<file path="src/rtl/uart_tx_pkg.sv">
package uart_tx_pkg;

    typedef enum logic [2:0] {
        TX_IDLE,
        TX_START,
        TX_DATA,
        TX_PARITY,
        TX_STOP
    } tx_state_e;

    typedef struct packed {
        logic eight_bits;
        logic par_en;
        logic par_odd;
        logic two_stops;
    } frame_cfg_t;

endpackage

</file>
<file path="src/rtl/tx_fmt_decode.sv">
module tx_fmt_decode
    import uart_tx_pkg::*;
(
    input  logic [2:0] code,
    output frame_cfg_t cfg
);

    always_comb begin
        unique case (code)
            3'b000:  cfg = '{eight_bits: 1'b0, par_en: 1'b1, par_odd: 1'b0, two_stops: 1'b1};
            3'b001:  cfg = '{eight_bits: 1'b0, par_en: 1'b1, par_odd: 1'b1, two_stops: 1'b1};
            3'b010:  cfg = '{eight_bits: 1'b0, par_en: 1'b1, par_odd: 1'b0, two_stops: 1'b0};
            3'b011:  cfg = '{eight_bits: 1'b0, par_en: 1'b1, par_odd: 1'b1, two_stops: 1'b0};
            3'b100:  cfg = '{eight_bits: 1'b1, par_en: 1'b0, par_odd: 1'b0, two_stops: 1'b1};
            3'b101:  cfg = '{eight_bits: 1'b1, par_en: 1'b0, par_odd: 1'b0, two_stops: 1'b0};
            3'b110:  cfg = '{eight_bits: 1'b1, par_en: 1'b1, par_odd: 1'b0, two_stops: 1'b0};
            default: cfg = '{eight_bits: 1'b1, par_en: 1'b1, par_odd: 1'b1, two_stops: 1'b0};
        endcase
    end

endmodule

</file>
<file path="src/rtl/tx_hold_buf.sv">
module tx_hold_buf #(
    parameter int DATA_W = 8
) (
    input  logic              clk,
    input  logic              rst,
    input  logic              load,
    input  logic [DATA_W-1:0] din,
    input  logic              take,
    output logic [DATA_W-1:0] dout,
    output logic              empty
);

    logic full_q;

    always_ff @(posedge clk) begin
        if (rst) begin
            full_q <= 1'b0;
            dout   <= '0;
        end else if (load) begin
            full_q <= 1'b1;
            dout   <= din;
        end else if (take) begin
            full_q <= 1'b0;
        end
    end

    assign empty = !full_q;

    // a strobe always leaves the buffer occupied
    p_load_fills_r4: assert property (@(posedge clk) disable iff (rst)
        load |=> !empty);

    // the transfer into the shifter frees the buffer
    p_take_frees_r5: assert property (@(posedge clk) disable iff (rst)
        (take && !load) |=> empty);

endmodule

</file>
<file path="src/rtl/tx_bit_timer.sv">
module tx_bit_timer #(
    parameter int TICKS_PER_BIT = 16
) (
    input  logic clk,
    input  logic rst,
    input  logic clr,
    input  logic tick,
    output logic done
);

    localparam int CW = (TICKS_PER_BIT > 1) ? $clog2(TICKS_PER_BIT) : 1;
    localparam logic [CW-1:0] LAST = CW'(TICKS_PER_BIT - 1);

    logic [CW-1:0] cnt;

    assign done = tick && (cnt == LAST);

    always_ff @(posedge clk) begin
        if (rst || clr) begin
            cnt <= '0;
        end else if (tick) begin
            cnt <= (cnt == LAST) ? '0 : cnt + 1'b1;
        end
    end

    // no progress through a bit without a tick
    p_hold_no_tick_r6: assert property (@(posedge clk) disable iff (rst)
        (!tick && !clr) |=> $stable(cnt));

endmodule

</file>
<file path="src/rtl/uart_tx_framer.sv">
module uart_tx_framer
    import uart_tx_pkg::*;
#(
    parameter int DATA_W        = 8,
    parameter int TICKS_PER_BIT = 16
) (
    input  logic              clk,
    input  logic              rst,
    input  logic              tick_en,
    input  logic              load,
    input  logic [DATA_W-1:0] din,
    input  logic [2:0]        fmt,
    output logic              txd,
    output logic              buf_empty
);

    localparam int BIT_W = $clog2(DATA_W);
    localparam logic [BIT_W-1:0] LAST_LONG  = BIT_W'(DATA_W - 1);
    localparam logic [BIT_W-1:0] LAST_SHORT = BIT_W'(DATA_W - 2);

    tx_state_e         state, state_nx;
    frame_cfg_t        cfg_live, cfg_q;
    logic [DATA_W-1:0] hold_data, shreg, masked;
    logic [BIT_W-1:0]  bit_idx;
    logic              stop_idx, par_q, par_calc;
    logic              bit_done, take, last_data, last_stop;

    tx_fmt_decode u_dec (
        .code (fmt),
        .cfg  (cfg_live)
    );

    tx_hold_buf #(.DATA_W(DATA_W)) u_buf (
        .clk   (clk),
        .rst   (rst),
        .load  (load),
        .din   (din),
        .take  (take),
        .dout  (hold_data),
        .empty (buf_empty)
    );

    tx_bit_timer #(.TICKS_PER_BIT(TICKS_PER_BIT)) u_tmr (
        .clk  (clk),
        .rst  (rst),
        .clr  (state == TX_IDLE),
        .tick (tick_en),
        .done (bit_done)
    );

    // parity over the configured data width only
    always_comb begin
        masked = hold_data;
        if (!cfg_live.eight_bits) begin
            masked[DATA_W-1] = 1'b0;
        end
        par_calc = (^masked) ^ cfg_live.par_odd;
    end

    assign last_data = (bit_idx == (cfg_q.eight_bits ? LAST_LONG : LAST_SHORT));
    assign last_stop = !cfg_q.two_stops || stop_idx;
    assign take      = !buf_empty &&
                       ((state == TX_IDLE) ||
                        (state == TX_STOP && bit_done && last_stop));

    // next-state logic
    always_comb begin
        state_nx = state;
        unique case (state)
            TX_IDLE:   if (!buf_empty) state_nx = TX_START;
            TX_START:  if (bit_done)   state_nx = TX_DATA;
            TX_DATA:   if (bit_done && last_data)
                           state_nx = cfg_q.par_en ? TX_PARITY : TX_STOP;
            TX_PARITY: if (bit_done)   state_nx = TX_STOP;
            TX_STOP:   if (bit_done && last_stop)
                           state_nx = buf_empty ? TX_IDLE : TX_START;
            default:   state_nx = TX_IDLE;
        endcase
    end

    // state register
    always_ff @(posedge clk) begin
        if (rst) state <= TX_IDLE;
        else     state <= state_nx;
    end

    // frame datapath
    always_ff @(posedge clk) begin
        if (rst) begin
            shreg    <= '0;
            cfg_q    <= '0;
            par_q    <= 1'b0;
            bit_idx  <= '0;
            stop_idx <= 1'b0;
        end else if (take) begin
            shreg    <= hold_data;
            cfg_q    <= cfg_live;
            par_q    <= par_calc;
            bit_idx  <= '0;
            stop_idx <= 1'b0;
        end else if (bit_done) begin
            if (state == TX_DATA) begin
                shreg   <= shreg >> 1;
                bit_idx <= bit_idx + 1'b1;
            end
            if (state == TX_STOP) begin
                stop_idx <= 1'b1;
            end
        end
    end

    // line output
    always_comb begin
        unique case (state)
            TX_IDLE:   txd = 1'b1;
            TX_START:  txd = 1'b0;
            TX_DATA:   txd = shreg[0];
            TX_PARITY: txd = par_q;
            TX_STOP:   txd = 1'b1;
            default:   txd = 1'b1;
        endcase
    end

    // the machine holds its state through cycles with no tick
    p_stall_r6: assert property (@(posedge clk) disable iff (rst)
        (state != TX_IDLE && !tick_en) |=> (state == $past(state)));

    // a waiting byte starts a frame one edge later
    p_idle_to_start_r5: assert property (@(posedge clk) disable iff (rst)
        (state == TX_IDLE && !buf_empty) |=> (state == TX_START));

    // reset leaves the line idle and the buffer free
    p_reset_idle_r7: assert property (@(posedge clk)
        rst |=> (state == TX_IDLE && buf_empty));

endmodule

</file>
<file path="config.mk">
export PLATFORM = sky130hd
export DESIGN_NAME = uart_tx_framer
export DESIGN_NICKNAME = d
export VERILOG_FILES = /design/src/rtl/uart_tx_pkg.sv /design/src/rtl/tx_fmt_decode.sv /design/src/rtl/tx_hold_buf.sv /design/src/rtl/tx_bit_timer.sv /design/src/rtl/uart_tx_framer.sv
export SDC_FILE = /design/constraint.sdc
export NUM_CORES = 1
export LEC_CHECK = 0
export ABC_AREA = 1
export BUFFER_PORTS_ARGS = -buffer_cell sky130_fd_sc_hd__buf_4
export CAP_MARGIN = 20
export CORE_ASPECT_RATIO = 0.7
export CORE_UTILIZATION = 38
export CTS_CLUSTER_SIZE = 24
export DETAILED_ROUTE_END_ITERATION = 12
export MAX_ROUTING_LAYER = met4
export PLACE_DENSITY = 0.6
export SLEW_MARGIN = 20
export SYNTH_ARGS = -nofsm -noshare
export SYNTH_HDL_FRONTEND = slang
export SYNTH_SLANG_ARGS = --single-unit
</file>
<file path="constraint.sdc">
create_clock -name clk -period 2.3 [get_ports clk]
set_clock_uncertainty 0.2 [all_clocks]
set_input_delay 0.46 -clock clk [delete_from_list [all_inputs] [get_ports clk]]
set_output_delay 0.46 -clock clk [all_outputs]
set_load 0.03 [all_outputs]
</file>
==> run summary, run 1 <==
The run finished with clean final reports. By area the synthesized netlist is led by sky130_fd_sc_hd__dfxtp_1, sky130_fd_sc_hd__nand2_1, sky130_fd_sc_hd__a21oi_1, sky130_fd_sc_hd__inv_1, sky130_fd_sc_hd__nand3_1. The number of hold violations in the final report is 0.

Leaving out fill and tap cells, the most frequent cell in the layout is sky130_fd_sc_hd__nand2_1. In this run, the number of DRC markers left after iteration 0 of detailed routing was 93. The critical path's largest stage delay was 0.38 ns. Setup violations remaining at the end of the flow were counted as 0. In this design, the largest share of critical-path delay is due to flip-flops. The net count of the mapped netlist was 256; the CTS H-tree depth was 2.

Dividing the final minimum period by the clock period gives 86.32%. Routability-driven placement finished with a final weighted congestion of 0.7596. The final layout contains 274 nets.

For the number of routed nets with antenna violations, the log shows 0. In this run the core area contains 19 standard-cell rows. For the final number of max-transition violations, the log shows 0. The worst hold path belongs to the class input port to flip-flop.

The fraction of synthesized cell area taken by the top area cell type was 38.47%. For the pin with the worst max-slew slack, the measured transition is 0.4510 ns. For the worst setup path, the data arrival time is 1.33 ns.

For this design, the slowest cell found on the critical path is sky130_fd_sc_hd__dfxtp_1. Entering global routing, the biggest net connects 18 pins. The run gives 2.469 mm as the estimated wirelength of the detail-placed design. STA classifies the critical path endpoint as an output port. The accumulated negative setup slack is 0 ns, and the cell depth of the worst min-delay path is 3.

In this run, placement finished with an instance count of 302. OpenSTA, run right after detailed placement, puts the worst setup slack at 0.4998 ns. Setup repair after global routing left no endpoint under its margin. The total area inside the core boundary comes to 4065 µm².

The area of the die is 4655 µm², and the number of inserted diodes is 0. In this run the clock root is driven by a sky130_fd_sc_hd__clkbuf_8. The maximum clock path buffer count was 2. Along the worst path, the maximum fanout reaches 6. For the number of clock buffers inserted by TritonCTS, the log shows 5. In this run, post-CTS repair resized a total of 0 instances.

The register clock-pin slew on the reported worst setup and hold paths is 0.07 ns, and the die outline height is 57.39 µm. Counting the fill cells in the layout gives 404. Traced cell by cell, the critical path runs through inv_2, nand2_2, o311ai_1, buf_4. The max-cap violation count was 0. The number of buffers and inverters on the critical path is 2. For the number of optimization iterations in the first detailed-route pass, the log shows 5. The logs give 1665 µm² for the cell area after synthesis and 855.8 µm² for the total area of multi-input combinational cells. The tools report the final wirelength as 3.311 mm. At the later pin of the worst-skew pair, clock insertion delay measures 0.29 ns. The initial utilization of the core area, before any placement, comes to 40.97%.

Yosys printed 0 warnings. In this run the tightest slew margin relative to its limit is 69.90%. Compared with the post-synthesis result, the final layout area differs by 15.33%.

Data on the critical path is required at its endpoint by 1.64 ns. The post-synthesis sequential area ratio is 38.47%, and the number of global-route vias before repair is 1,244. The number of cells on the worst reg-to-reg path is 8. Cell type contributing the most total cell area after synthesis: sky130_fd_sc_hd__dfxtp_1. Synthesis instantiated 28 different standard cells from the library. Of the cells placed in the final design, the portion with a size suffix greater than 1 is 14.34%. The first global-routing pass estimated 5.733 mm of wire. After layout, the minimum clock period comes to 1.985 ns. The clock drives 32 sinks. Setup slack on the critical path of the routed design comes to 0.3147 ns.

The worst setup path is of the flip-flop to output port kind. The run gives 1,454 as the count of vias placed by the detailed router. The number of antenna violations at the first check in global routing came out at 0. In this run, post-CTS hold repair placed 0 buffers.

Synthesis produced a netlist whose cell count is 239. Kind of start point of the critical path: a flip-flop. The sequential cells in the finished layout cover a total of 640.6 µm². The run gives 0 as the final routed DRC violation total. The leakage dissipation was 0.0008281 µW. The top cell types in the final layout, fill and taps aside, are sky130_fd_sc_hd__nand2_1, sky130_fd_sc_hd__dfxtp_1, sky130_fd_sc_hd__inv_1. TritonCTS built the clock tree.

In the final routed layout, each cell accounts on average for 10.68 µm. Count of pins on the block boundary: 17. Counting buffers and inverters, the worst setup path is 4 cells deep. The number of setup buffers added after CTS is 0. VDD sags by at most 479.9 µV. The detailed-route vias per instance was 4.690; the overflow left after global routing was 0.

The maximum clock frequency is 0.5037 GHz. The total track usage is 17.11%, and the floorplan die width is 81.13 µm. The number of buffer cells added on primary ports works out to 16. In this run the power density over the cells is 852.9 nW/µm². Once layout is complete, the cells apart from fillers number 310. After synthesis the netlist holds a flip-flop and latch count of 32. Each instance of the synthesized netlist takes up on average 6.968 µm².
cells in the mapped netlist (all sizes together):
library cell   n
a21oi         28
a31oi          6
buf            3
clkbuf         2
clkinv         1
dfxtp         32
ha             2
inv           34
nand2         60
nand3         22
nand4          1
nor2          27
nor3           3
o21ai         14
o311ai         1
xnor2          1
xor2           2
cells by family after synthesis:
| kind of cell | Yosys count | share of synthesized area, % |
|---|---|---|
| AOI/OAI and AO/OA | 49 | 15.63 |
| adders and majority gates | 2 | 1.502 |
| DFF | 32 | 38.47 |
| and+or+nand+nor | 113 | 32.68 |
| xor gates and xnor gates | 3 | 1.578 |
| buffers and inverters | 40 | 10.14 |
metrics by stage:
stage	area, µm²	total power, µW	hold slack [ns]	util (%)
finish	1921	1638	0.1935	47.25
CTS	1921	1648	0.1865	47.25
global placement	1813	1122	0.2574	44.60
floorplan	1665	1024	0.2304	-
global route	1921	1751	0.1900	47.25
detailed placement	1813	1119	0.2564	44.60
metal layers:
layer	track usage, %	vias to the layer above	wire length [µm]
met2	22.45	24	1233
met1	23.95	615	1887
li1	-	811	-
met4	5.357	0	13
met3	6.240	4	177
met5	-	-	0
worst reg2reg max path: stages, from the launching register on:
cell	delay (ns)
sky130_fd_sc_hd__dfxtp_1	0.36
sky130_fd_sc_hd__ha_1	0.21
sky130_fd_sc_hd__nand3_2	0.15
sky130_fd_sc_hd__nor2_8	0.19
sky130_fd_sc_hd__nand2_4	0.10
sky130_fd_sc_hd__nand2_8	0.10
sky130_fd_sc_hd__nand2_8	0.10
sky130_fd_sc_hd__o21ai_0	0.24
sky130_fd_sc_hd__a21oi_1	0.06
power breakdown:
group | switching, µW | internal, µW
Combinational | 290 | 158
Sequential | 48.3 | 612
Clock | 209 | 321
Total | 547 | 1090
state kept, by name (all words and copies together), names as in the netlist:
register      flops
u_buf.dout        8
cfg_q             3
state             3
stop_idx          1
par_q             1
u_buf.full_q      1
shreg             8
bit_idx           3
u_tmr.cnt         4
final cells by class:
type,count,share of cell area (%)
Timing Repair Buffer,16,6.254
Multi-Input combinational cell,167,44.56
Tap cell,52,3.388
Clock buffer,6,3.779
Inverter,35,6.840
Sequential cell,32,33.36
Clock inverter,2,1.824
final timing paths:
check	slack [ns]	to	start
worst min register to register	0.26	cfg_q[2]$_SDFFE_PP0P_	cfg_q[2]$_SDFFE_PP0P_
worst max register to register	0.48	cfg_q[3]$_SDFFE_PP0P_	u_tmr.cnt[1]$_SDFFE_PP0P_
worst min-delay path	0.19	u_buf.dout[7]$_SDFFE_PP0P_	din[7]
worst max-delay path	0.31	txd	state[2]$_SDFFE_PP0P_
Power figures use the tool's default switching activity.
==> run 2, diff against run 1 <==
--- a/config.mk
+++ b/config.mk
@@ -6,10 +6,11 @@
 export NUM_CORES = 1
 export LEC_CHECK = 0
 export ABC_AREA = 1
-export BUFFER_PORTS_ARGS = -buffer_cell sky130_fd_sc_hd__buf_4
+export BUFFER_PORTS_ARGS = -buffer_cell sky130_fd_sc_hd__buf_2
 export CAP_MARGIN = 20
 export CORE_ASPECT_RATIO = 0.7
 export CORE_UTILIZATION = 38
+export CTS_BUF_LIST = sky130_fd_sc_hd__clkbuf_8
 export CTS_CLUSTER_SIZE = 24
 export DETAILED_ROUTE_END_ITERATION = 12
 export MAX_ROUTING_LAYER = met4
==> run 2 against run 1 <==
Compared with the run above: count of clock-buffer cells in the layout is 1 lower; cell count is 0.32% lower; clock power decreased by 26%; sequential power hardly changed; non-clock buffer count stayed put; first-iteration DRC count increased by 5.4%; fmax grew 0.62%; core utilization fell by 1.7 points; routed wire length increased by 1.6%; via count decreased by 0.21%; critical path depth did not move; largest power group unchanged; worst hold slack better by 0.013 ns.
==> run summary, run 2 (same netlist as run 1, synthesis figures left out) <==
The run finished with clean final reports. For the data arrival time at the worst-slack endpoint, the log shows 1.31 ns (-0.02 ns). For the number of routed nets with antenna violations, the log shows 0 (unchanged). The per-cell routed wire length is 10.89 µm (+2.0%), and the portion of the clock cycle consumed by the worst path in the final layout is 85.79% (-0.53 points). The tools report the worst setup timing slack at the placement stage as 0.4887 ns (-0.01112 ns). The number of clock buffers inserted by TritonCTS is 5 (unchanged). The number of inserted diodes came out at 0 (unchanged). The tools report the placement-stage cell area as 1773 µm² (-2.2%). For the final-layout fill cell count, the log shows 431 (+6.7%).

For the estimated wirelength of the detail-placed design, the log shows 2.557 mm (+3.5%). The switching share of total power works out to 35.68% (+2.3 points). The placed instance count came out at 302 (unchanged).

Setup repair after global routing left no endpoint under its margin. The tools report the number of buffers added to fix hold violations after cts as 0 (unchanged). The run gives 40.97% (unchanged) as the starting density of the core.

The die outline height was 57.39 µm (unchanged); the required time of the critical path was 1.64 ns (about the same). The number of buffer cells added on primary ports was 16 (unchanged). Total chip power: 1490 µW (-9.0%).

The critical path class is flip-flop to output port. The power share of the clock group came out at 26.4% (-6.0 points). The run gives 0 (unchanged) as the number of antenna violations at the first check in global routing.

Initial DRC count: 98 (+5.4%). Transition time at the pin with the least slew margin: 0.4476 ns (-0.003457 ns). The total number of placement rows is 19 (unchanged), and the placeable core region is 4065 µm² (unchanged).

The tools report the maximum clock frequency as 0.5068 GHz (+0.62%). The logs give 4655 µm² (unchanged) for the area of the die and 70.13% (+0.23 points) for the worst slew slack as a fraction of its limit. The clock sink count was 32 (unchanged). In the final layout, the registers with the most flip-flops are shreg x8, u_buf.dout x8, u_tmr.cnt x4. The logs give 0.27 ns (-0.02 ns) for the insertion delay to the later sink of the worst-skew pair and 0 (unchanged) for the number of gates resized after cts.

The logs give 309 (-0.32%) for the number of standard cells in the final layout excluding fillers and 1,451 (-0.21%) for the count of vias placed by the detailed router. The final number of max-transition violations is 0 (unchanged). The accumulated negative setup slack is 0 ns (unchanged), and the max-cap violation count is 0 (unchanged). The run gives 4 (-1) as the number of optimization iterations in the first detailed-route pass. The detailed-route vias per instance is 4.696 (+0.12%).

The overflow left after global routing is 0 (unchanged), and the number of setup buffers added after CTS is 0 (unchanged). The tools report the maximum VDD drop as 456.6 µV (-4.9%). The worst setup path is captured at an output port. The register clock-pin slew on the reported worst setup and hold paths came out at 0.07 ns (about the same). For the final wirelength, the log shows 3.365 mm (+1.6%). The run gives 18 (unchanged) as the pin count of the biggest net entering global routing.

The run gives 17.77% (+0.66 points) as the total track usage. TritonCTS built the clock tree. In this run the clock root is driven by a sky130_fd_sc_hd__clkbuf_8.

The switching component of the power came out at 531.7 µW (-2.9%). The shortest clock period the worst path allows after layout works out to 1.973 ns (-0.01220 ns). Final net count: 274 (unchanged).

The power per cell area works out to 805.3 nW/µm² (-5.6%). The run gives 44.3% (+4.0 points) as the power share of the sequential group. The CTS H-tree depth was 2 (unchanged); the final routed DRC violation total was 0 (unchanged).

For the number of global-route vias before repair, the log shows 1,320 (+6.1%). Most frequent standard cell in the layout excluding fill and tap cells: sky130_fd_sc_hd__nand2_1. The kind of start point of the critical path was a flip-flop. The logs give 958.5 µW (-12%) for the total internal power and 2 (unchanged) for the maximum clock path buffer count.

The run gives 0.0008033 µW (-3.0%) as the leakage dissipation. Count of pins on the block boundary: 17 (unchanged). The number of hold violations in the final report is 0 (unchanged), and the floorplan die width is 81.13 µm (unchanged). From synthesis to final layout, the design area changed by 11.12%.

The class of the worst hold path is input port to flip-flop. The combinational share of power is 29.3% (+2.0 points), and the maximum net fanout on the critical path is 6 (unchanged). The run gives 1851 µm² (-3.6%) as the post-route cell area. The routability congestion estimate from global placement is 0.7996 (+5.3%). For the final setup violation count, the log shows 0 (unchanged).

The first-pass GRT wire length came out at 6.037 mm (+5.3%). Share of layout cells above drive strength 1: 14.01% (-0.33 points). In the layout the commonest cells are sky130_fd_sc_hd__nand2_1, sky130_fd_sc_hd__dfxtp_1, sky130_fd_sc_hd__inv_1. The setup slack of the critical path after layout was 0.3269 ns (+0.01220 ns).
run 2: cell count changes in the layout (fill, tap and decap cells not counted):
| cell | delta |
|---|---|
| sky130_fd_sc_hd__buf_2 | +16 |
| sky130_fd_sc_hd__buf_4 | -16 |
| sky130_fd_sc_hd__bufinv_16 | -1 |
| sky130_fd_sc_hd__clkbuf_1 | -1 |
| sky130_fd_sc_hd__inv_1 | +1 |
run 2: final timing paths:
check | startpoint | to | slack [ns] | depth (start not counted)
worst max-delay path | state[2]$_SDFFE_PP0P_ | txd | 0.33 | 4
worst min-delay path | din[7] | u_buf.dout[7]$_SDFFE_PP0P_ | 0.21 | 3
worst max register to register | u_tmr.cnt[0]$_SDFFE_PP0P_ | cfg_q[3]$_SDFFE_PP0P_ | 0.49 | 8
worst min register to register | cfg_q[2]$_SDFFE_PP0P_ | cfg_q[2]$_SDFFE_PP0P_ | 0.26 | 2
run 2: per-layer routing:
layer	vias to the layer above	track usage (%)	routed length (µm)	part of all wire, %
met5	-	-	0	0
met4	0	4.592	15	0.45
met3	2	5.280	122	3.6
met2	20	24.37	1388	41
met1	625	25.10	1838	55
li1	804	-	-	-
run 2: metrics by stage:
step | hold WS, ns | utilization [%]
2_1_floorplan | 0.2304 | -
3_3_place_gp | 0.2637 | 43.61
3_5_place_dp | 0.2624 | 43.61
4_1_cts | 0.2010 | 45.52
5_1_grt | 0.2110 | 45.52
6_report | 0.2070 | 45.52
run 2: worst max-delay path, stage by stage (launching register included):
cell and delay, ns:
sky130_fd_sc_hd__dfxtp_1 0.38, sky130_fd_sc_hd__inv_2 0.13, sky130_fd_sc_hd__nand2_2 0.09, sky130_fd_sc_hd__o311ai_1 0.21, sky130_fd_sc_hd__buf_2 0.24
run 2: power by group through the flow:
stage | clock network, µW | registers [µW] | logic [µW]
2_1_floorplan | 0 | 661 | 362
3_3_place_gp | 0 | 671 | 436
3_5_place_dp | 0 | 672 | 440
4_1_cts | 406 | 660 | 441
5_1_grt | 436 | 668 | 506
6_report | 393 | 660 | 437
run 2: cell type report:
cell class | instances | area (µm²) | share of cell area [%]
Inverter | 35 | 131.4 | 7.099
Clock buffer | 5 | 68.82 | 3.719
Clock inverter | 2 | 8.758 | 0.4733
Multi-Input combinational cell | 167 | 855.8 | 46.25
Timing Repair Buffer | 16 | 80.08 | 4.327
Sequential cell | 32 | 640.6 | 34.62
Tap cell | 52 | 65.06 | 3.516
